<file path="config.mk">
export PLATFORM = sky130hd
export DESIGN_NAME = host_mem_port
export DESIGN_NICKNAME = d
export VERILOG_FILES = /design/src/rtl/hmp_pkg.sv /design/src/rtl/hmp_sync.sv /design/src/rtl/hmp_edge.sv /design/src/rtl/hmp_addr.sv /design/src/rtl/hmp_seq.sv /design/src/rtl/host_mem_port.sv
export SDC_FILE = /design/constraint.sdc
export NUM_CORES = 1
export LEC_CHECK = 0
export BUFFER_PORTS_ARGS = -buffer_cell sky130_fd_sc_hd__buf_2
export CORE_MARGIN = 2
export CORE_UTILIZATION = 45
export DETAILED_ROUTE_END_ITERATION = 8
export HOLD_SLACK_MARGIN = 0.05
export PLACE_DENSITY = 0.7
export REMOVE_ABC_BUFFERS = 1
export SLEW_MARGIN = 25
export SYNTH_ARGS = -nofsm -noshare
export SYNTH_HDL_FRONTEND = slang
export SYNTH_HIERARCHICAL = 1
export SYNTH_SLANG_ARGS = --single-unit
</file>
<file path="constraint.sdc">
create_clock -name clk -period 2.9 [get_ports clk]
set_clock_uncertainty 0.05 [all_clocks]
set_input_delay 0.29 -clock clk [delete_from_list [all_inputs] [get_ports clk]]
set_output_delay 0.29 -clock clk [all_outputs]
set_load 0.01 [all_outputs]
</file>
<file path="src/rtl/hmp_pkg.sv">
package hmp_pkg;
  typedef enum logic [1:0] {
    ST_IDLE = 2'd0,
    ST_MEM  = 2'd1,
    ST_FIN  = 2'd2
  } seq_state_t;

  localparam int STB_N = 4;
  localparam int STB_SEL = 0;
  localparam int STB_RD  = 1;
  localparam int STB_WR  = 2;
  localparam int STB_LAT = 3;
endpackage

</file>
<file path="src/rtl/hmp_sync.sv">
module hmp_sync #(
  parameter int WIDTH  = 4,
  parameter int STAGES = 2
) (
  input  logic             clk,
  input  logic             rst,
  input  logic [WIDTH-1:0] async_i,
  output logic [WIDTH-1:0] sync_o
);
  logic [WIDTH-1:0] chain [STAGES];

  for (genvar s = 0; s < STAGES; s++) begin : g_stage
    if (s == 0) begin : g_first
      always_ff @(posedge clk) begin
        if (rst) chain[0] <= '0;
        else     chain[0] <= async_i;
      end
    end else begin : g_next
      always_ff @(posedge clk) begin
        if (rst) chain[s] <= '0;
        else     chain[s] <= chain[s-1];
      end
    end
  end

  assign sync_o = chain[STAGES-1];
endmodule

</file>
<file path="src/rtl/hmp_edge.sv">
module hmp_edge #(
  parameter int               WIDTH     = 3,
  parameter logic [WIDTH-1:0] FALL_MASK = '0
) (
  input  logic             clk,
  input  logic             rst,
  input  logic [WIDTH-1:0] level_i,
  output logic [WIDTH-1:0] pulse_o
);
  logic [WIDTH-1:0] prev_q;

  always_ff @(posedge clk) begin
    if (rst) prev_q <= '0;
    else     prev_q <= level_i;
  end

  for (genvar i = 0; i < WIDTH; i++) begin : g_bit
    if (FALL_MASK[i]) begin : g_fall
      assign pulse_o[i] = prev_q[i] & ~level_i[i];
    end else begin : g_rise
      assign pulse_o[i] = level_i[i] & ~prev_q[i];
    end
  end


  pulse_once_chk: assert property (@(posedge clk) disable iff (rst)
    !(|(pulse_o & $past(pulse_o))));
endmodule

</file>
<file path="src/rtl/hmp_addr.sv">
module hmp_addr #(
  parameter int ADDR_W = 14,
  parameter int BUS_W  = 16
) (
  input  logic              clk,
  input  logic              rst,
  input  logic              latch_ev,
  input  logic              idle,
  input  logic [BUS_W-1:0]  bus_in,
  input  logic              step,
  output logic [ADDR_W-1:0] addr,
  output logic              space_pm,
  output logic              latch_ok
);
  localparam int SPACE_BIT = ADDR_W;
  localparam int GUARD_BIT = BUS_W - 1;

  assign latch_ok = latch_ev & idle & ~bus_in[GUARD_BIT];

  always_ff @(posedge clk) begin
    if (rst) begin
      addr     <= '0;
      space_pm <= 1'b0;
    end else if (latch_ok) begin
      addr     <= bus_in[ADDR_W-1:0];
      space_pm <= bus_in[SPACE_BIT];
    end else if (step) begin
      addr     <= addr + 1'b1;
    end
  end


  guard_bit_chk: assert property (@(posedge clk) disable iff (rst)
    (latch_ev && idle && bus_in[GUARD_BIT]) |=> $stable(addr));

  latch_load_chk: assert property (@(posedge clk) disable iff (rst)
    latch_ok |=> (addr == $past(bus_in[ADDR_W-1:0])));

  addr_step_chk: assert property (@(posedge clk) disable iff (rst)
    (step && !latch_ok) |=> (addr == ADDR_W'($past(addr) + 1'b1)));
endmodule

</file>
<file path="src/rtl/hmp_seq.sv">
module hmp_seq
  import hmp_pkg::*;
#(
  parameter int               ADDR_W  = 14,
  parameter int               BUS_W   = 16,
  parameter int               PM_W    = 24,
  parameter int               DM_W    = 16,
  parameter logic [ADDR_W-1:0] CTRL_LO = 14'h3FE0
) (
  input  logic              clk,
  input  logic              rst,
  input  logic              rd_ev,
  input  logic              wr_ev,
  input  logic [BUS_W-1:0]  bus_in,
  input  logic [ADDR_W-1:0] addr,
  input  logic              space_pm,
  input  logic              latch_ok,
  output logic              idle,
  output logic              step,
  output logic              host_ack,
  output logic [BUS_W-1:0]  rd_data,
  output logic              pm_en,
  output logic              pm_we,
  output logic [ADDR_W-1:0] pm_addr,
  output logic [PM_W-1:0]   pm_wdata,
  input  logic [PM_W-1:0]   pm_rdata,
  output logic              dm_en,
  output logic              dm_we,
  output logic [ADDR_W-1:0] dm_addr,
  output logic [DM_W-1:0]   dm_wdata,
  input  logic [DM_W-1:0]   dm_rdata
);
  localparam int PM_LO_W = PM_W - BUS_W;
  localparam int PAD_W   = BUS_W - PM_LO_W;

  seq_state_t         state;
  logic               is_wr;
  logic               half;
  logic [BUS_W-1:0]   hold_hi;
  logic [PM_LO_W-1:0] lo_hold;
  logic               go;
  logic               prot;

  assign idle = (state == ST_IDLE);
  assign go   = idle & (rd_ev | wr_ev);
  assign prot = (addr >= CTRL_LO);
  assign step = (state == ST_FIN) & (~space_pm | half);

  always_ff @(posedge clk) begin
    if (rst) begin
      state    <= ST_IDLE;
      host_ack <= 1'b1;
      is_wr    <= 1'b0;
      half     <= 1'b0;
      hold_hi  <= '0;
      lo_hold  <= '0;
      rd_data  <= '0;
      pm_en    <= 1'b0;
      pm_we    <= 1'b0;
      pm_addr  <= '0;
      pm_wdata <= '0;
      dm_en    <= 1'b0;
      dm_we    <= 1'b0;
      dm_addr  <= '0;
      dm_wdata <= '0;
    end else begin
      pm_en <= 1'b0;
      pm_we <= 1'b0;
      dm_en <= 1'b0;
      dm_we <= 1'b0;
      case (state)
        ST_IDLE: begin
          if (latch_ok) half <= 1'b0;
          if (go) begin
            state    <= ST_MEM;
            host_ack <= 1'b0;
            is_wr    <= wr_ev;
            if (space_pm) begin
              pm_addr <= addr;
              if (wr_ev) begin
                if (!half) begin
                  hold_hi <= bus_in;
                end else begin
                  pm_en    <= 1'b1;
                  pm_we    <= 1'b1;
                  pm_wdata <= {hold_hi, bus_in[PM_LO_W-1:0]};
                end
              end else if (!half) begin
                pm_en <= 1'b1;
              end
            end else begin
              dm_en    <= 1'b1;
              dm_we    <= wr_ev & ~prot;
              dm_addr  <= addr;
              dm_wdata <= bus_in[DM_W-1:0];
            end
          end
        end
        ST_MEM: state <= ST_FIN;
        ST_FIN: begin
          state    <= ST_IDLE;
          host_ack <= 1'b1;
          if (!is_wr) begin
            if (space_pm) begin
              if (!half) begin
                rd_data <= pm_rdata[PM_W-1 -: BUS_W];
                lo_hold <= pm_rdata[PM_LO_W-1:0];
              end else begin
                rd_data <= {{PAD_W{1'b0}}, lo_hold};
              end
            end else begin
              rd_data <= BUS_W'(dm_rdata);
            end
          end
          if (space_pm) half <= ~half;
        end
        default: state <= ST_IDLE;
      endcase
    end
  end


  ack_drop_chk: assert property (@(posedge clk) disable iff (rst)
    go |=> !host_ack);

  ack_back_chk: assert property (@(posedge clk) disable iff (rst)
    (state == ST_FIN) |=> host_ack);

  ctrl_guard_chk: assert property (@(posedge clk) disable iff (rst)
    dm_we |-> (dm_addr < CTRL_LO));

  one_space_chk: assert property (@(posedge clk) disable iff (rst)
    $onehot0({pm_en, dm_en}));

  busy_quiet_chk: assert property (@(posedge clk) disable iff (rst)
    (pm_en || dm_en) |-> !host_ack);
endmodule

</file>
<file path="src/rtl/host_mem_port.sv">
module host_mem_port
  import hmp_pkg::*;
#(
  parameter int               ADDR_W  = 14,
  parameter int               BUS_W   = 16,
  parameter int               PM_W    = 24,
  parameter int               DM_W    = 16,
  parameter int               SYNC_N  = 2,
  parameter logic [ADDR_W-1:0] CTRL_LO = 14'h3FE0
) (
  input  logic              clk,
  input  logic              rst,
  input  logic              host_sel_n,
  input  logic              host_latch,
  input  logic              host_rd_n,
  input  logic              host_wr_n,
  input  logic [BUS_W-1:0]  host_bus_i,
  output logic              host_ack,
  output logic [BUS_W-1:0]  host_rd_data,
  output logic              pm_en,
  output logic              pm_we,
  output logic [ADDR_W-1:0] pm_addr,
  output logic [PM_W-1:0]   pm_wdata,
  input  logic [PM_W-1:0]   pm_rdata,
  output logic              dm_en,
  output logic              dm_we,
  output logic [ADDR_W-1:0] dm_addr,
  output logic [DM_W-1:0]   dm_wdata,
  input  logic [DM_W-1:0]   dm_rdata
);
  logic [STB_N-1:0]  stb_raw;
  logic [STB_N-1:0]  stb_s;
  logic [2:0]        lvl;
  logic [2:0]        pulse;
  logic              latch_ev, rd_ev, wr_ev;
  logic              idle, step, latch_ok, space_pm;
  logic [ADDR_W-1:0] addr;

  always_comb begin
    stb_raw          = '0;
    stb_raw[STB_SEL] = ~host_sel_n;
    stb_raw[STB_RD]  = ~host_rd_n;
    stb_raw[STB_WR]  = ~host_wr_n;
    stb_raw[STB_LAT] = host_latch;
  end

  hmp_sync #(.WIDTH(STB_N), .STAGES(SYNC_N)) u_sync (
    .clk(clk), .rst(rst), .async_i(stb_raw), .sync_o(stb_s)
  );

  assign lvl = {stb_s[STB_LAT],
                stb_s[STB_SEL] & stb_s[STB_WR],
                stb_s[STB_SEL] & stb_s[STB_RD]};

  hmp_edge #(.WIDTH(3), .FALL_MASK(3'b100)) u_edge (
    .clk(clk), .rst(rst), .level_i(lvl), .pulse_o(pulse)
  );

  assign latch_ev = pulse[2] & stb_s[STB_SEL];
  assign wr_ev    = pulse[1];
  assign rd_ev    = pulse[0];

  hmp_addr #(.ADDR_W(ADDR_W), .BUS_W(BUS_W)) u_addr (
    .clk(clk), .rst(rst), .latch_ev(latch_ev), .idle(idle),
    .bus_in(host_bus_i), .step(step), .addr(addr),
    .space_pm(space_pm), .latch_ok(latch_ok)
  );

  hmp_seq #(
    .ADDR_W(ADDR_W), .BUS_W(BUS_W), .PM_W(PM_W), .DM_W(DM_W), .CTRL_LO(CTRL_LO)
  ) u_seq (
    .clk(clk), .rst(rst), .rd_ev(rd_ev), .wr_ev(wr_ev), .bus_in(host_bus_i),
    .addr(addr), .space_pm(space_pm), .latch_ok(latch_ok),
    .idle(idle), .step(step), .host_ack(host_ack), .rd_data(host_rd_data),
    .pm_en(pm_en), .pm_we(pm_we), .pm_addr(pm_addr), .pm_wdata(pm_wdata),
    .pm_rdata(pm_rdata),
    .dm_en(dm_en), .dm_we(dm_we), .dm_addr(dm_addr), .dm_wdata(dm_wdata),
    .dm_rdata(dm_rdata)
  );


  reset_ready_chk: assert property (@(posedge clk)
    $past(rst) |-> (host_ack && !pm_en && !dm_en));
endmodule

</file>
Word level (Yosys, flattened, before mapping)
Memories as Yosys holds them, arrays and structs flattened. Cells that the tools add are included.

Reductions and logical operators: 16. Equality and inequality tests: 5. Bitwise logic cells: 29. $lt $le $gt $ge: 1. Mux-type cells: 20. Add/sub/neg operators: 1.

Operators with widths (number): two-way mux 16 bit (2); two-way mux 14 bit (2); adder 14 x 1 -> 14 bit, second input constant (1); greater-or-equal comparator 14 bit, second input constant (1); inverter 1 bit (14); bitwise AND 1 bit (11); two-way mux 1 bit (10); AND reduction 5 bit (2); AND reduction 3 bit (3); two-way mux 4 bit (2); OR reduction 4 bit (2); AND reduction 2 bit (3); OR reduction 5 bit (1); != test 2 bit, second input constant (2); OR 1 bit (4); case mux 1 bit (2 select lines) (2); case mux 2 bit (2 select lines) (1); AND reduction 4 bit (1); nonzero test 2 bit (2); OR reduction 3 bit (1); equality test 2 x 1 -> 1 bit, second input constant (1); equality test 2 bit, second input constant (1); logical NOT 2 bit (1); two-way mux 2 bit (1); != test 2 x 1 -> 1 bit, second input constant (1).

Memories: 1. Memory bits (writable): 8. Bits of input ports: 62. Output and inout port bits: 89. Register bits after elaboration: 135.

Memory list: u_sync.chain (words 2, bits a word 4, rd ports 2, clocked after Yosys merged registers in 0, write ports 2, RTL line hmp_sync.sv:10) `logic [WIDTH-1:0] chain [STAGES];`.

Depth between registers and ports, before layout
Gate-level depths: netlist of the first run.

Word-level depth: 7. Mapped depth: 12.

Hierarchy
The synthesis of the first run kept the hierarchy.

Modules (own cells, without submodules): hmp_seq (area each 4931.0 um2, sequential area each 2342.2 um2, instances 1, cells an instance 496); hmp_addr (area each 794.5 um2, sequential area each 300.3 um2, instances 1, cells an instance 91); hmp_sync (area each 210.2 um2, sequential area each 160.2 um2, instances 1, cells an instance 16); hmp_edge (area each 100.1 um2, sequential area each 60.1 um2, instances 1, cells an instance 9); host_mem_port (area each 30.0 um2, sequential area each 0.0 um2, instances 1, cells an instance 6).

Worst setup path before layout of the first run
No wires, ideal clock.

Path kind: register to register. Start: reg u_addr.space_pm. End: reg u_addr.addr[6]. Period minus slack after synthesis: 2.261 ns. Cell stages (with the launch flop): 11. Setup slack: 0.639 ns. Arrival: 2.132 ns. Required time: 2.771 ns. Cell sequence: dfxtp_1 -> buf_2 -> nor2b_1 -> buf_2 -> clkbuf_1 -> nor3b_1 -> buf_6 -> nand4_4 -> or3_1 -> xor2_1 -> a211oi_2.

Word-level cells in the longest chain between the ends: 4.

Ends and longest elaborated chain: from (decl) (RTL line hmp_addr.sv:12) `output logic space_pm,`; from (signal assigned) (RTL line hmp_addr.sv:26) `space_pm <= bus_in[SPACE_BIT];`; inverter 1 bit (RTL line hmp_seq.sv:47) `assign step = (state == ST_FIN) & (~space_pm | half);`; OR 1 bit (RTL line hmp_seq.sv:47); bitwise AND 1 bit (RTL line hmp_seq.sv:47); net step (RTL line host_mem_port.sv:36) `logic idle, step, latch_ok, space_pm;`; nonzero test 2 bit (no line); to (signal assigned) (RTL line hmp_addr.sv:25) `addr <= bus_in[ADDR_W-1:0];`; to (signal assigned) (RTL line hmp_addr.sv:28) `addr <= addr + 1'b1;`; to (decl) (RTL line hmp_addr.sv:11) `output logic [ADDR_W-1:0] addr,`.

The timed path passes the listed nets, and every way through them passes these cells. A chain may end at the register's enable or synchronous reset.

==> key figures, run 1 <==
Clock network
  – TritonCTS clock tree: built
  – Insertion delay to the later sink of the worst-skew pair: ~0.42 ns
  – CTS Root Cell: clkbuf_16
  – PostCTS Resize Cnt: 0
  – Setup Fix Bufs, Post-CTS: 0
  – TritonCTS Sinks: 143
  – Num CTS Buffers: 17
  – CTS clk-pin slew, worst paths: 0.06 ns
  – Clock buffer depth: 2
  – H-tree Lvls: 4
  – Hold buffers post-CTS: 1

Synth
  – Post-synth EDFFs: 0
  – Mean Syn Cell Area: 9.82 sq um
  – Yosys warnings: 6
  – Distinct cells, synth: 45
  – Dominant cells by area after synthesis: dfxtp_1 47%, mux2i_1 9.7%, nand2b_1 8.9%, a21oi_1 3.5%, o31ai_1 2.7%
  – Yosys top cell by area: dfxtp_1
  – Largest family of logic cells by synthesized area: simple AND/OR/NAND/NOR gates
  – Simple-gate portion of the synthesized area: a little over a fifth
  – Compound-gate portion of the synthesized area: about 15%
  – Cells after Synth: 618
  – Adder-cell share of the synthesized area: 0.413%
  – Primary FF master, synth: dfxtp_1
  – Mapped Area: roughly 6000 sq um
  – Post-synthesis mux area share: 9.74%
  – Synth async-reset ratio: 0%
  – Synth Area in XOR/XNOR: 1.88%
  – Yosys top cell area share: 47.2%
  – Seq/Total Area, Yosys: 47.2%
  – Flops & latches, synth: 143

Detailed routing
  – Total Wirelength: roughly 14 mm
  – Routed wire per std cell: 15.2 um
  – Pre-antenna DRT Iters: 5
  – Routed via count: 4,989
  – Vias per cell: 5.30
  – DRC viols: 0
  – Drt first-iter violations: 287
  – Detail Route Antenna Nets: 0

STA
  – Crit path time final: between 2 and 2.5 ns
  – Max_slew headroom: 38.9%
  – Final Max Slew Viols: 0
  – Setup_tns: 0 ns
  – Hold_ws: 0.0722 ns
  – Final setup violation count: 0
  – Fmax: 419 MHz
  – Unrepaired setup endpoints after global routing: false
  – Tightest Pin Transition: around 0.92 ns
  – Final Hold Viols: 0
  – Min setup slack post-route: 0.512 ns
  – Part of the cycle the worst path needs: 82.3%

Worst setup path
  – Family with the most delay on the worst path: simple AND/OR/NAND/NOR gates
  – Critical Path Source: u_sync/chain[1][0]$_SDFF_PP0_
  – Kind of critical path: reg -> reg
  – Slowest stage cell, crit path: nand3_2
  – Buf/Inv on CP: 0
  – Worst reg2reg startpoint: u_sync/chain[1][0]$_SDFF_PP0_
  – Startpoint type of the worst setup path: register
  – Highest net fanout along the worst path: 28
  – Worst setup EP type: register
  – Crit path cell chain: and2_1 > nor2b_1 > or2_2 > nand3_2 > a2bb2oi_1
  – Required @ worst endpoint: 3.13 ns
  – CP peak stage delay: around 0.64 ns
  – WP data arrival: 2.62 ns

Finish
  – Filler Cell Count: 1,152
  – Share of cells above drive strength 1: 28.4%
  – Nets@finish: 816
  – Antenna Diode Count: 0
  – Area of the multi-input gates: 2920 sq um
  – P&R area growth vs syn: 24.9%
  – Register area: roughly 2900 sq um

Min path
  – Worst Min Path Start: pm_rdata[23]
  – Hold Crit Class: in -> reg

Placed design
  – Placer Congestion: 0.802
  – PortBufs: 150
  – Worst slack, placed: between 0.5 and 0.6 ns
  – Hpwl dp: 9.58 mm

Power and ir drop
  – Switching power: slightly above 900 uW
  – Reg power frac: 44.3%
  – Peak VDD IR: between 0.3 and 0.4 mV
  – Internal: 3560 uW
  – Clk network pwr share: 51.7%
  – Logic pwr share: about 4%
  – Leakage power: 0.00327 uW
  – P per Cell Area: slightly below 600 nW/um^2
  – Sw frac: approximately 21%

GRT
  – Initial antenna violation count: 0
  – Global Route Usage Sum: between 20% and 30%
  – Largest net degree at the start of global routing: 103
  – First-pass GRT wire length: 23.7 mm
  – Number of global-route vias before repair: approximately 4.8k
  – GR Overflow Total: 0

Die
  – Initial Util: 46.0%
  – Die X: approximately 120 um
  – Core Area: 13,200 sq um
  – IO Count: around 150
  – Die Span Y: approximately 120 um
  – Die ar.: about 14,000 sq um
  – Num rows: 42

Flow run
  – Max-cap violations: 0

Outcome
  – Outcome: completed
-- metrics by stage --
stage / utilization [%] / total power (uW) / instances / area [sq um]
5_1_grt: 57.4 / 4670 / 941 / 7580
3_3_place_gp: 52.5 / 2210 / 908 / 6930
4_1_cts: 57.4 / 4550 / 941 / 7580
2_1_floorplan: - / 2110 / 567 / 5820
6_report: 57.4 / 4500 / 941 / 7580
3_5_place_dp: 52.5 / 2220 / 908 / 6930
-- power by group through the flow --
stage / clock network, uW / logic, uW / registers, uW
after CTS: 2380 / 181 / 1990
after global routing: 2470 / 198 / 1990
after global placement: 0 / 174 / 2040
after floorplan: 0 / 71.8 / 2040
after detailed placement: 0 / 179 / 2040
final: 2330 / 179 / 1990
-- area by class of cell --
| class | instances | area share, % |
|---|---|---|
| clock buffers | 20 | 6.03 |
| repair buffers | 166 | 11.7 |
| multi-input cells | 412 | 38.5 |
| well taps | 176 | 2.91 |
| flip-flops and latches | 143 | 37.8 |
| inverters | 12 | 0.595 |
| clock inverters | 12 | 2.43 |
-- path summary, 6_finish.rpt --
kind / end / slack (ns) / cells after the start
worst max-delay path: u_seq/dm_wdata[12]$_SDFFE_PP0P_ / 0.51 / 5
worst min register to register: u_sync/chain[1][3]$_SDFF_PP0_ / 0.39 / 1
worst min-delay path: u_seq/rd_data[15]$_SDFFE_PP0P_ / 0.07 / 3
worst max register to register: u_seq/dm_wdata[12]$_SDFFE_PP0P_ / 0.51 / 5
-- sequential cells by signal, summed over array words and instances, names as in the netlist, 2 cells and up --
| signal | cells |
|---|---|
| u_seq/rd_data | 16 |
| u_addr/addr | 14 |
| u_seq/dm_addr | 14 |
| u_seq/lo_hold | 8 |
| u_seq/hold_hi | 16 |
| u_edge/prev_q | 3 |
| u_seq/dm_wdata | 16 |
| u_seq/pm_wdata | 24 |
| u_seq/pm_addr | 14 |
| u_seq/state | 2 |
| u_sync/chain | 8 |
-- cell usage after synthesis (9+ instances only) --
cell,n
a211oi_1,9
a21oi_1,42
a2bb2oi_1,18
a2bb2oi_2,10
clkbuf_1,28
dfxtp_1,143
inv_1,12
mux2i_1,59
nand2_1,19
nand2b_1,86
nand3_1,20
nand4_1,19
nor2_1,22
nor2b_1,22
o31ai_1,22
-- cell families after synthesis --
group	Yosys count
xor gates and xnor gates	13
AOI/OAI and AO/OA	119
buffers and inverters	63
muxes	59
adders and majority gates	2
and+or+nand+nor	219
DFF	143
-- cells in the final DEF, fill, tap and decap left out, types with 9 or more instances in the layout --
master / instances
o31ai_1: 22
nor2b_1: 22
nand4_1: 19
a2bb2oi_1: 18
buf_4: 15
nor2_1: 22
nand3_1: 20
mux2i_1: 59
a2bb2oi_2: 10
buf_2: 149
clkbuf_16: 17
dfxtp_1: 142
nand2_1: 19
a211oi_1: 9
a21oi_1: 42
nand2b_1: 86
inv_1: 12
-- tightest hold or removal path, stage by stage --
cell,delay (ns)
buf_2,0.09
nand3_1,0.05
a21oi_1,0.05
-- per-layer routing --
| metal | vias up | routed length [um] | global-route usage (%) |
|---|---|---|---|
| met4 | 0 | 203 | 7.79 |
| met5 | - | 0 | 0 |
| met1 | 2343 | 6500 | 27.0 |
| li1 | 2442 | - | - |
| met2 | 189 | 6570 | 31.3 |
| met3 | 15 | 1040 | 6.94 |
(Power assumes the default switching activity.)
==> run 2: changes to the inputs <==
--- a/config.mk
+++ b/config.mk
@@ -5,6 +5,7 @@
 export SDC_FILE = /design/constraint.sdc
 export NUM_CORES = 1
 export LEC_CHECK = 0
+export ABC_AREA = 1
 export BUFFER_PORTS_ARGS = -buffer_cell sky130_fd_sc_hd__buf_2
 export CORE_MARGIN = 2
 export CORE_UTILIZATION = 45
==> constraint.sdc (replaced) <==
create_clock -name clk -period 2.2 [get_ports clk]
set_clock_uncertainty 0.05 [all_clocks]
set_input_delay 0.22 -clock clk [delete_from_list [all_inputs] [get_ports clk]]
set_output_delay 0.22 -clock clk [all_outputs]
set_load 0.01 [all_outputs]
==> run 2 against run 1 <==
Against the previous run: largest cell class is now registers; largest power group unchanged; sequential share of layout area decreased by 2.7 points; maximum frequency increased by 26%; worst hold slack got worse by 0.012 ns.
==> key figures, run 2 <==
Synth
  – Mean Syn Cell Area: 6.88 sq um (was 9.82 sq um)
  – Flops & latches, synth: 143 (unchanged)
  – Distinct cells, synth: 33 (was 45)
  – Cells after Synth: 912 (was 618)
  – Most instantiated cells after synthesis: 207 x nand2_1, 148 x inv_1, 143 x dfxtp_1, 136 x nor2_1, 68 x nand3_1 (was 143 x dfxtp_1, 86 x nand2b_1, 59 x mux2i_1, 42 x a21oi_1, 28 x clkbuf_1)
  – Adder-cell share of the synthesized area: 0.399% (was 0.413%)
  – Synth Area in XOR/XNOR: 0% (was 1.88%)
  – Post-synthesis mux area share: 0% (was 9.74%)
  – Seq/Total Area, Yosys: 45.6% (was 47.2%)
  – Yosys warnings: 6 (unchanged)
  – Compound-gate portion of the synthesized area: 9.11% (was 14.8%)
  – Count leader, synth: nand2_1 (was dfxtp_1)
  – Yosys top cell by area: dfxtp_1 (unchanged)
  – Primary FF master, synth: dfxtp_1 (unchanged)
  – Simple-gate portion of the synthesized area: 32.0% (was 21.2%)
  – Post-synth EDFFs: 0 (unchanged)
  – Dominant cells by area after synthesis: dfxtp_1 46%, nand2_1 12%, inv_1 8.9%, nor2_1 8.1%, nand3_1 5.4% (was dfxtp_1 47%, mux2i_1 9.7%, nand2b_1 8.9%, a21oi_1 3.5%, o31ai_1 2.7%)
  – Mapped Area: 6270 sq um (was 6070 sq um)
  – Synth async-reset ratio: 0% (unchanged)
  – Yosys top cell area share: 45.6% (was 47.2%)
  – Largest family of logic cells by synthesized area: simple AND/OR/NAND/NOR gates (unchanged)

Die
  – Num rows: 43 (was 42)
  – Die X: 122 um (was 120 um)
  – Die ar.: 14,900 sq um (was 14,400 sq um)
  – Die Span Y: 122 um (was 120 um)
  – Initial Util: 45.5% (was 46.0%)
  – IO Count: 151 (unchanged)
  – Core Area: 13,800 sq um (was 13,200 sq um)

Placed design
  – # placed instances: 1,218 (was 908)
  – PortBufs: 150 (unchanged)
  – Placer Congestion: 0.903 (was 0.802)
  – Hpwl dp: 11.2 mm (was 9.58 mm)
  – Area post-placement: 7180 sq um (was 6930 sq um)

Detailed routing
  – Detail Route Antenna Nets: 0 (unchanged)
  – DRC viols: 0 (unchanged)
  – Pre-antenna DRT Iters: 5 (unchanged)
  – Total Wirelength: 16.9 mm (was 14.3 mm)
  – Vias per cell: 4.77 (was 5.30)
  – Routed via count: 6,104 (was 4,989)
  – Routed wire per std cell: 13.2 um (was 15.2 um)
  – Drt first-iter violations: 310 (was 287)

GRT
  – Largest net degree at the start of global routing: 49 (was 103)
  – First-pass GRT wire length: 26.2 mm (was 23.7 mm)
  – Global Route Usage Sum: 22.4% (was 20.6%)
  – GR Overflow Total: 0 (unchanged)
  – Number of global-route vias before repair: 5,420 (was 4,791)
  – Initial antenna violation count: 0 (unchanged)

Worst setup path
  – Required @ worst endpoint: 2.43 ns (was 3.13 ns)
  – Kind of critical path: reg -> reg (unchanged)
  – Startpoint type of the worst setup path: register (unchanged)
  – FF-to-FF setup slack: 0.30 ns (was 0.51 ns)
  – Reg2Reg Depth: 9 (was 5)
  – Worst setup EP type: register (unchanged)
  – Worst reg2reg startpoint: u_sync/chain[1][0]$_SDFF_PP0_ (unchanged)
  – WP data arrival: 2.13 ns (was 2.62 ns)
  – Critical Path Source: u_sync/chain[1][0]$_SDFF_PP0_ (unchanged)
  – Worst R2R End: u_seq/pm_addr[7]$_SDFFE_PP0P_ (was u_seq/dm_wdata[12]$_SDFFE_PP0P_)
  – Highest net fanout along the worst path: 15 (was 28)

STA
  – Final Hold Viols: 0 (unchanged)
  – Max_slew headroom: 60.5% (was 38.9%)
  – Fmax: 526 MHz (was 419 MHz)
  – Hold_ws: 0.0602 ns (was 0.0722 ns)
  – Final Max Slew Viols: 0 (unchanged)
  – Crit path time final: 1.90 ns (was 2.39 ns)
  – Tightest Pin Transition: 0.591 ns (was 0.915 ns)
  – Final setup violation count: 0 (unchanged)
  – Unrepaired setup endpoints after global routing: false (unchanged)
  – Part of the cycle the worst path needs: 86.4% (was 82.3%)
  – Setup_tns: 0 ns (unchanged)

Finish
  – Most common cell after layout, fill and taps aside: nand2_1 (was buf_2)
  – Most frequent cells in the layout: 207 x nand2_1, 150 x buf_2, 147 x inv_1 (was 149 x buf_2, 142 x dfxtp_1, 86 x nand2b_1)
  – Final std cells w/o fill: 1,281 (was 941)
  – Max FFs per register: 24 (unchanged)
  – Nets@finish: 1,152 (was 816)
  – Antenna Diode Count: 0 (unchanged)
  – Reg with most FFs: u_seq/pm_wdata (unchanged)
  – Share of cells above drive strength 1: 20.6% (was 28.4%)
  – Post-Layout Inst Area: 8160 sq um (was 7580 sq um)
  – P&R area growth vs syn: 30.0% (was 24.9%)
  – Filler Cell Count: 1,340 (was 1,152)

Power and ir drop
  – Leakage power: 0.00422 uW (was 0.00327 uW)
  – P per Cell Area: 757 nW/um^2 (was 594 nW/um^2)
  – Final Power: 6180 uW (was 4500 uW)
  – Peak VDD IR: 0.410 mV (was 0.367 mV)

Clock network
  – CTS clk-pin slew, worst paths: 0.06 ns (about the same)
  – Num CTS Buffers: 17 (unchanged)
  – CTS Root Cell: clkbuf_16 (unchanged)
  – TritonCTS Sinks: 143 (unchanged)
  – H-tree Lvls: 4 (unchanged)
  – Clock buffer depth: 2 (unchanged)
  – TritonCTS clock tree: built (unchanged)
  – Insertion delay to the later sink of the worst-skew pair: 0.42 ns (about the same)

Flow run
  – Max-cap violations: 0 (unchanged)

Outcome
  – Outcome: completed (unchanged)

Min path
  – Hold-critical path depth: 3 (unchanged)
  – Hold endpoint: u_seq/pm_wdata[7]$_SDFFE_PP0P_ (was u_seq/rd_data[15]$_SDFFE_PP0P_)
  – Hold Crit Class: in -> reg (unchanged)
  – Worst Min Path Start: host_bus_i[7] (was pm_rdata[23])
## run 2: worst max-delay path, stage by stage, from the launching register on
cell     delay [ns]
dfxtp_1        0.35
nand2_1        0.06
inv_1          0.04
inv_1          0.04
nor2_1         0.29
nor2_1         0.17
nor2_4         0.17
nand2_1        0.35
nand2_1        0.16
a21oi_1        0.08
## run 2: cell families after synthesis
family	after synthesis
compound gates	107
fa+ha+maj	2
buf+inv	196
flops	143
simple gates	464
## run 2: routing by layer
metal / track usage [%] / vias up / share of wire, %
li1: - / 3160 / -
met1: 28.3 / 2712 / 45
met2: 36.4 / 209 / 46
met3: 6.51 / 23 / 7.3
met4: 7.90 / 0 / 1.4
met5: 0 / - / 0
## run 2: timing repair
| item | 4_1_cts | 5_1_grt |
|---|---|---|
| buffers inserted | 0 | 0 |
| resized for setup | 0 | 0 |
| hold buffers | 31 | 0 |
| setup endpoints to repair | 0 | 0 |
| endpoints found under the hold margin | 32 | 0 |
## run 2: worst max path at each step
| stage | slack, ns | end | depth (start not counted) |
|---|---|---|---|
| after floorplan | -0.42 | u_seq/dm_addr[0]$_SDFFE_PP0P_ | 5 |
| after global routing | 0.10 | u_seq/pm_en$_SDFF_PP0_ | 8 |
| after CTS | 0.33 | u_seq/pm_addr[7]$_SDFFE_PP0P_ | 9 |
| after detailed placement | 0.38 | u_seq/pm_addr[1]$_SDFFE_PP0P_ | 9 |
| after global placement | 0.42 | u_seq/pm_addr[7]$_SDFFE_PP0P_ | 9 |
| final | 0.30 | u_seq/pm_addr[7]$_SDFFE_PP0P_ | 9 |
## run 2: metrics by stage
stage	setup slack, ns	utilization [%]
6_report	0.298	59.2
3_3_place_gp	0.423	52.1
3_5_place_dp	0.383	52.1
4_1_cts	0.325	59.2
2_1_floorplan	-0.417	-
5_1_grt	0.104	59.2
## run 2: cell type report
| cell class | count | area, sq um | share of cell area, % |
|---|---|---|---|
| clock inverter | 12 | 213 | 2.61 |
| timing repair buffer | 199 | 1220 | 15.0 |
| tap | 180 | 225 | 2.76 |
| clock buffer | 20 | 457 | 5.60 |
| inverter | 154 | 578 | 7.09 |
| sequential | 143 | 2860 | 35.1 |
| multi-input combinational | 573 | 2600 | 31.9 |
## run 2: report_power, final
part           internal, uW  leakage (uW)  switching [uW]
Sequential             2610       0.00115            12.1
Clock                  2180      0.000330            1090
Combinational           127       0.00273             153
==> run 3: changes to the inputs <==
--- a/config.mk
+++ b/config.mk
@@ -6,12 +6,12 @@
 export NUM_CORES = 1
 export LEC_CHECK = 0
 export ABC_AREA = 1
-export BUFFER_PORTS_ARGS = -buffer_cell sky130_fd_sc_hd__buf_2
 export CORE_MARGIN = 2
 export CORE_UTILIZATION = 45
 export DETAILED_ROUTE_END_ITERATION = 8
+export DONT_BUFFER_PORTS = 1
 export HOLD_SLACK_MARGIN = 0.05
-export PLACE_DENSITY = 0.7
+export PLACE_DENSITY = 0.61
 export REMOVE_ABC_BUFFERS = 1
 export SLEW_MARGIN = 25
 export SYNTH_ARGS = -nofsm -noshare
==> constraint.sdc (replaced) <==
create_clock -name clk -period 2 [get_ports clk]
set_clock_uncertainty 0.05 [all_clocks]
set_input_delay 0.2 -clock clk [delete_from_list [all_inputs] [get_ports clk]]
set_output_delay 0.2 -clock clk [all_outputs]
set_load 0.01 [all_outputs]
==> run 3 against run 2 <==
Against the previous run: wire length fell by 2.5%; critical endpoint is now u_seq/rd_data[15]$_SDFFE_PP0P_; die area did not move; largest power group unchanged; register-to-register slack got worse by 0.23 ns; critical path depth is 1 lower; clock power shrank 2%; combinational power shrank 2%; via count decreased by 7.2%; largest cell class unchanged; maximum frequency shrank 1.6%; non-clock buffer count down 117; total power increased by 3.3%; clock-buffer cell count is 2 higher.
==> key figures, run 3 (synthesized netlist as in run 2, its figures left out) <==
Clock network
  – Num CTS Buffers: 17 (unchanged)
  – TritonCTS clock tree: built (unchanged)
  – Insertion delay to the later sink of the worst-skew pair: 0.41 ns (was 0.42 ns)
  – PostCTS Resize Cnt: 0 (unchanged)
  – TritonCTS Sinks: 143 (unchanged)
  – Clock buffer depth: 2 (unchanged)
  – CTS Root Cell: clkbuf_16 (unchanged)
  – CTS clk-pin slew, worst paths: 0.06 ns (about the same)
  – H-tree Lvls: 4 (unchanged)
  – Setup Fix Bufs, Post-CTS: 0 (unchanged)

Finish
  – Area of the multi-input gates: 2600 sq um (unchanged)
  – P&R area growth vs syn: 22.5% (was 30.0%)
  – Share of cells above drive strength 1: 7.83% (was 20.6%)
  – Nets@finish: 1,035 (was 1,152)
  – Antenna Diode Count: 0 (unchanged)
  – Filler Cell Count: 1,379 (was 1,340)
  – Register area: 2860 sq um (unchanged)
  – Reg with most FFs: u_seq/pm_wdata (unchanged)
  – Max FFs per register: 24 (unchanged)
  – Most frequent cells in the layout: 207 x nand2_1, 147 x inv_1, 143 x dfxtp_1 (was 207 x nand2_1, 150 x buf_2, 147 x inv_1)
  – Most common cell after layout, fill and taps aside: nand2_1 (unchanged)
  – Final std cells w/o fill: 1,164 (was 1,281)

Detailed routing
  – Total Wirelength: 16.4 mm (was 16.9 mm)
  – Drt first-iter violations: 335 (was 310)
  – Detail Route Antenna Nets: 0 (unchanged)
  – Routed via count: 5,663 (was 6,104)
  – Vias per cell: 4.87 (was 4.77)
  – Routed wire per std cell: 14.1 um (was 13.2 um)
  – Pre-antenna DRT Iters: 5 (unchanged)
  – DRC viols: 0 (unchanged)

Die
  – Core Area: 13,800 sq um (unchanged)
  – Die Span Y: 122 um (unchanged)
  – Die ar.: 14,900 sq um (unchanged)
  – Initial Util: 45.5% (unchanged)
  – Num rows: 43 (unchanged)
  – Die X: 122 um (unchanged)
  – IO Count: 151 (unchanged)

STA
  – Unrepaired setup endpoints after global routing: false (unchanged)
  – Final Max Slew Viols: 0 (unchanged)
  – Tightest Pin Transition: 0.596 ns (was 0.591 ns)
  – Final Hold Viols: 0 (unchanged)
  – Final setup violation count: 0 (unchanged)
  – Min setup slack post-route: 0.0675 ns (was 0.298 ns)
  – Crit path time final: 1.93 ns (was 1.90 ns)
  – Hold_ws: 0.0761 ns (was 0.0602 ns)
  – Part of the cycle the worst path needs: 96.6% (was 86.4%)
  – Max_slew headroom: 60.1% (was 60.5%)
  – Fmax: 517 MHz (was 526 MHz)

Power and ir drop
  – P per Cell Area: 830 nW/um^2 (was 757 nW/um^2)
  – Logic pwr share: 4.3% (was 4.5%)
  – Sw frac: 21.2% (was 20.4%)
  – Internal: 5030 uW (was 4920 uW)
  – Peak VDD IR: 0.542 mV (was 0.410 mV)
  – Final Power: 6380 uW (was 6180 uW)
  – Clk network pwr share: 50.2% (was 52.9%)
  – Leakage power: 0.00358 uW (was 0.00422 uW)
  – Reg power frac: 45.5% (was 42.5%)
  – Switching power: 1350 uW (was 1260 uW)

GRT
  – Largest net degree at the start of global routing: 60 (was 49)
  – Global Route Usage Sum: 22.4% (about the same)
  – First-pass GRT wire length: 26.2 mm (about the same)
  – GR Overflow Total: 0 (unchanged)
  – Number of global-route vias before repair: 5,272 (was 5,420)
  – Initial antenna violation count: 0 (unchanged)

Min path
  – Hold Crit Class: in -> reg (unchanged)
  – Hold-critical path depth: 4 (was 3)

Worst setup path
  – WP data arrival: 2.18 ns (was 2.13 ns)
  – Reg2Reg Depth: 8 (was 9)
  – Worst setup EP type: register (unchanged)
  – Startpoint type of the worst setup path: register (unchanged)
  – Required @ worst endpoint: 2.25 ns (was 2.43 ns)
  – Kind of critical path: reg -> reg (unchanged)
  – Highest net fanout along the worst path: 18 (was 15)

Placed design
  – PortBufs: 0 (was 150)
  – # placed instances: 1,069 (was 1,218)
  – Worst slack, placed: 0.329 ns (was 0.383 ns)
  – Hpwl dp: 10.6 mm (was 11.2 mm)
  – Placer Congestion: 0.826 (was 0.903)

Flow run
  – Max-cap violations: 0 (unchanged)

Outcome
  – Outcome: completed (unchanged)
-- run 3: cell count changes in the layout (fill, tap and decap cells not counted), sizes merged --
| cell | previous run | this run |
|---|---|---|
| clkinv | 7 | 6 |
| buf | 168 | 20 |
| clkinvlp | 1 | 3 |
| bufinv | 6 | 3 |
| clkbuf | 20 | 22 |
| dlygate4sd3 | 31 | 62 |
-- run 3: power by group through the flow --
stage                     registers, uW  logic [uW]  clock network [uW]
after global routing               2900         303                3410
after global placement             2960         132                   0
after CTS                          2900         272                3280
after floorplan                    2960        94.9                   0
final                              2900         273                3200
after detailed placement           2960         134                   0
-- run 3: routing by layer --
| metal | GRT usage, % | up-vias | part of all wire, % | routed length, um |
|---|---|---|---|---|
| met5 | 0 | - | 0 | 0 |
| met3 | 7.49 | 22 | 7.3 | 1200 |
| met2 | 36.0 | 157 | 46 | 7510 |
| li1 | - | 2930 | - | - |
| met4 | 7.90 | 0 | 1.2 | 203 |
| met1 | 28.1 | 2554 | 46 | 7510 |
-- run 3: final timing paths --
path              slack (ns)                          start                              to
setup / recovery        0.07        u_seq/half$_SDFFE_PP0P_  u_seq/rd_data[15]$_SDFFE_PP0P_
hold / removal          0.08                 host_bus_i[15]         u_seq/half$_SDFFE_PP0P_
setup reg to reg        0.07        u_seq/half$_SDFFE_PP0P_  u_seq/rd_data[15]$_SDFFE_PP0P_
hold reg to reg         0.35  u_sync/chain[0][0]$_SDFF_PP0_   u_sync/chain[1][0]$_SDFF_PP0_
-- run 3: layout make-up --
cell class | instances | area share (%)
clock buffers | 22 | 6.04
clock inverters | 10 | 1.77
inverters | 154 | 7.52
multi-input cells | 573 | 33.9
flip-flops and latches | 143 | 37.3
well taps | 180 | 2.93
repair buffers | 82 | 10.6
-- run 3: timing repair --
item / in CTS / in global routing
hold buffers: 63 / 0
setup endpoints to repair: 0 / 0
endpoints found under the hold margin: 115 / 0
-- run 3: per-stage QoR --
step	util, %	instance area [sq um]	setup TNS, ns
2_1_floorplan	-	6040	-41.09
3_3_place_gp	46.7	6430	0
3_5_place_dp	46.7	6430	0
4_1_cts	55.8	7680	0
5_1_grt	55.8	7680	0
6_report	55.8	7680	0
-- run 3: critical path, cell delays in order, from the launching register on --
cell and delay, ns:
dfxtp_1 0.32, buf_4 0.20, clkinv_1 0.14, buf_4 0.23
nand3_1 0.11, nand2_1 0.06, dlygate4sd3_1 0.57, nand2_1 0.08
a21oi_1 0.06
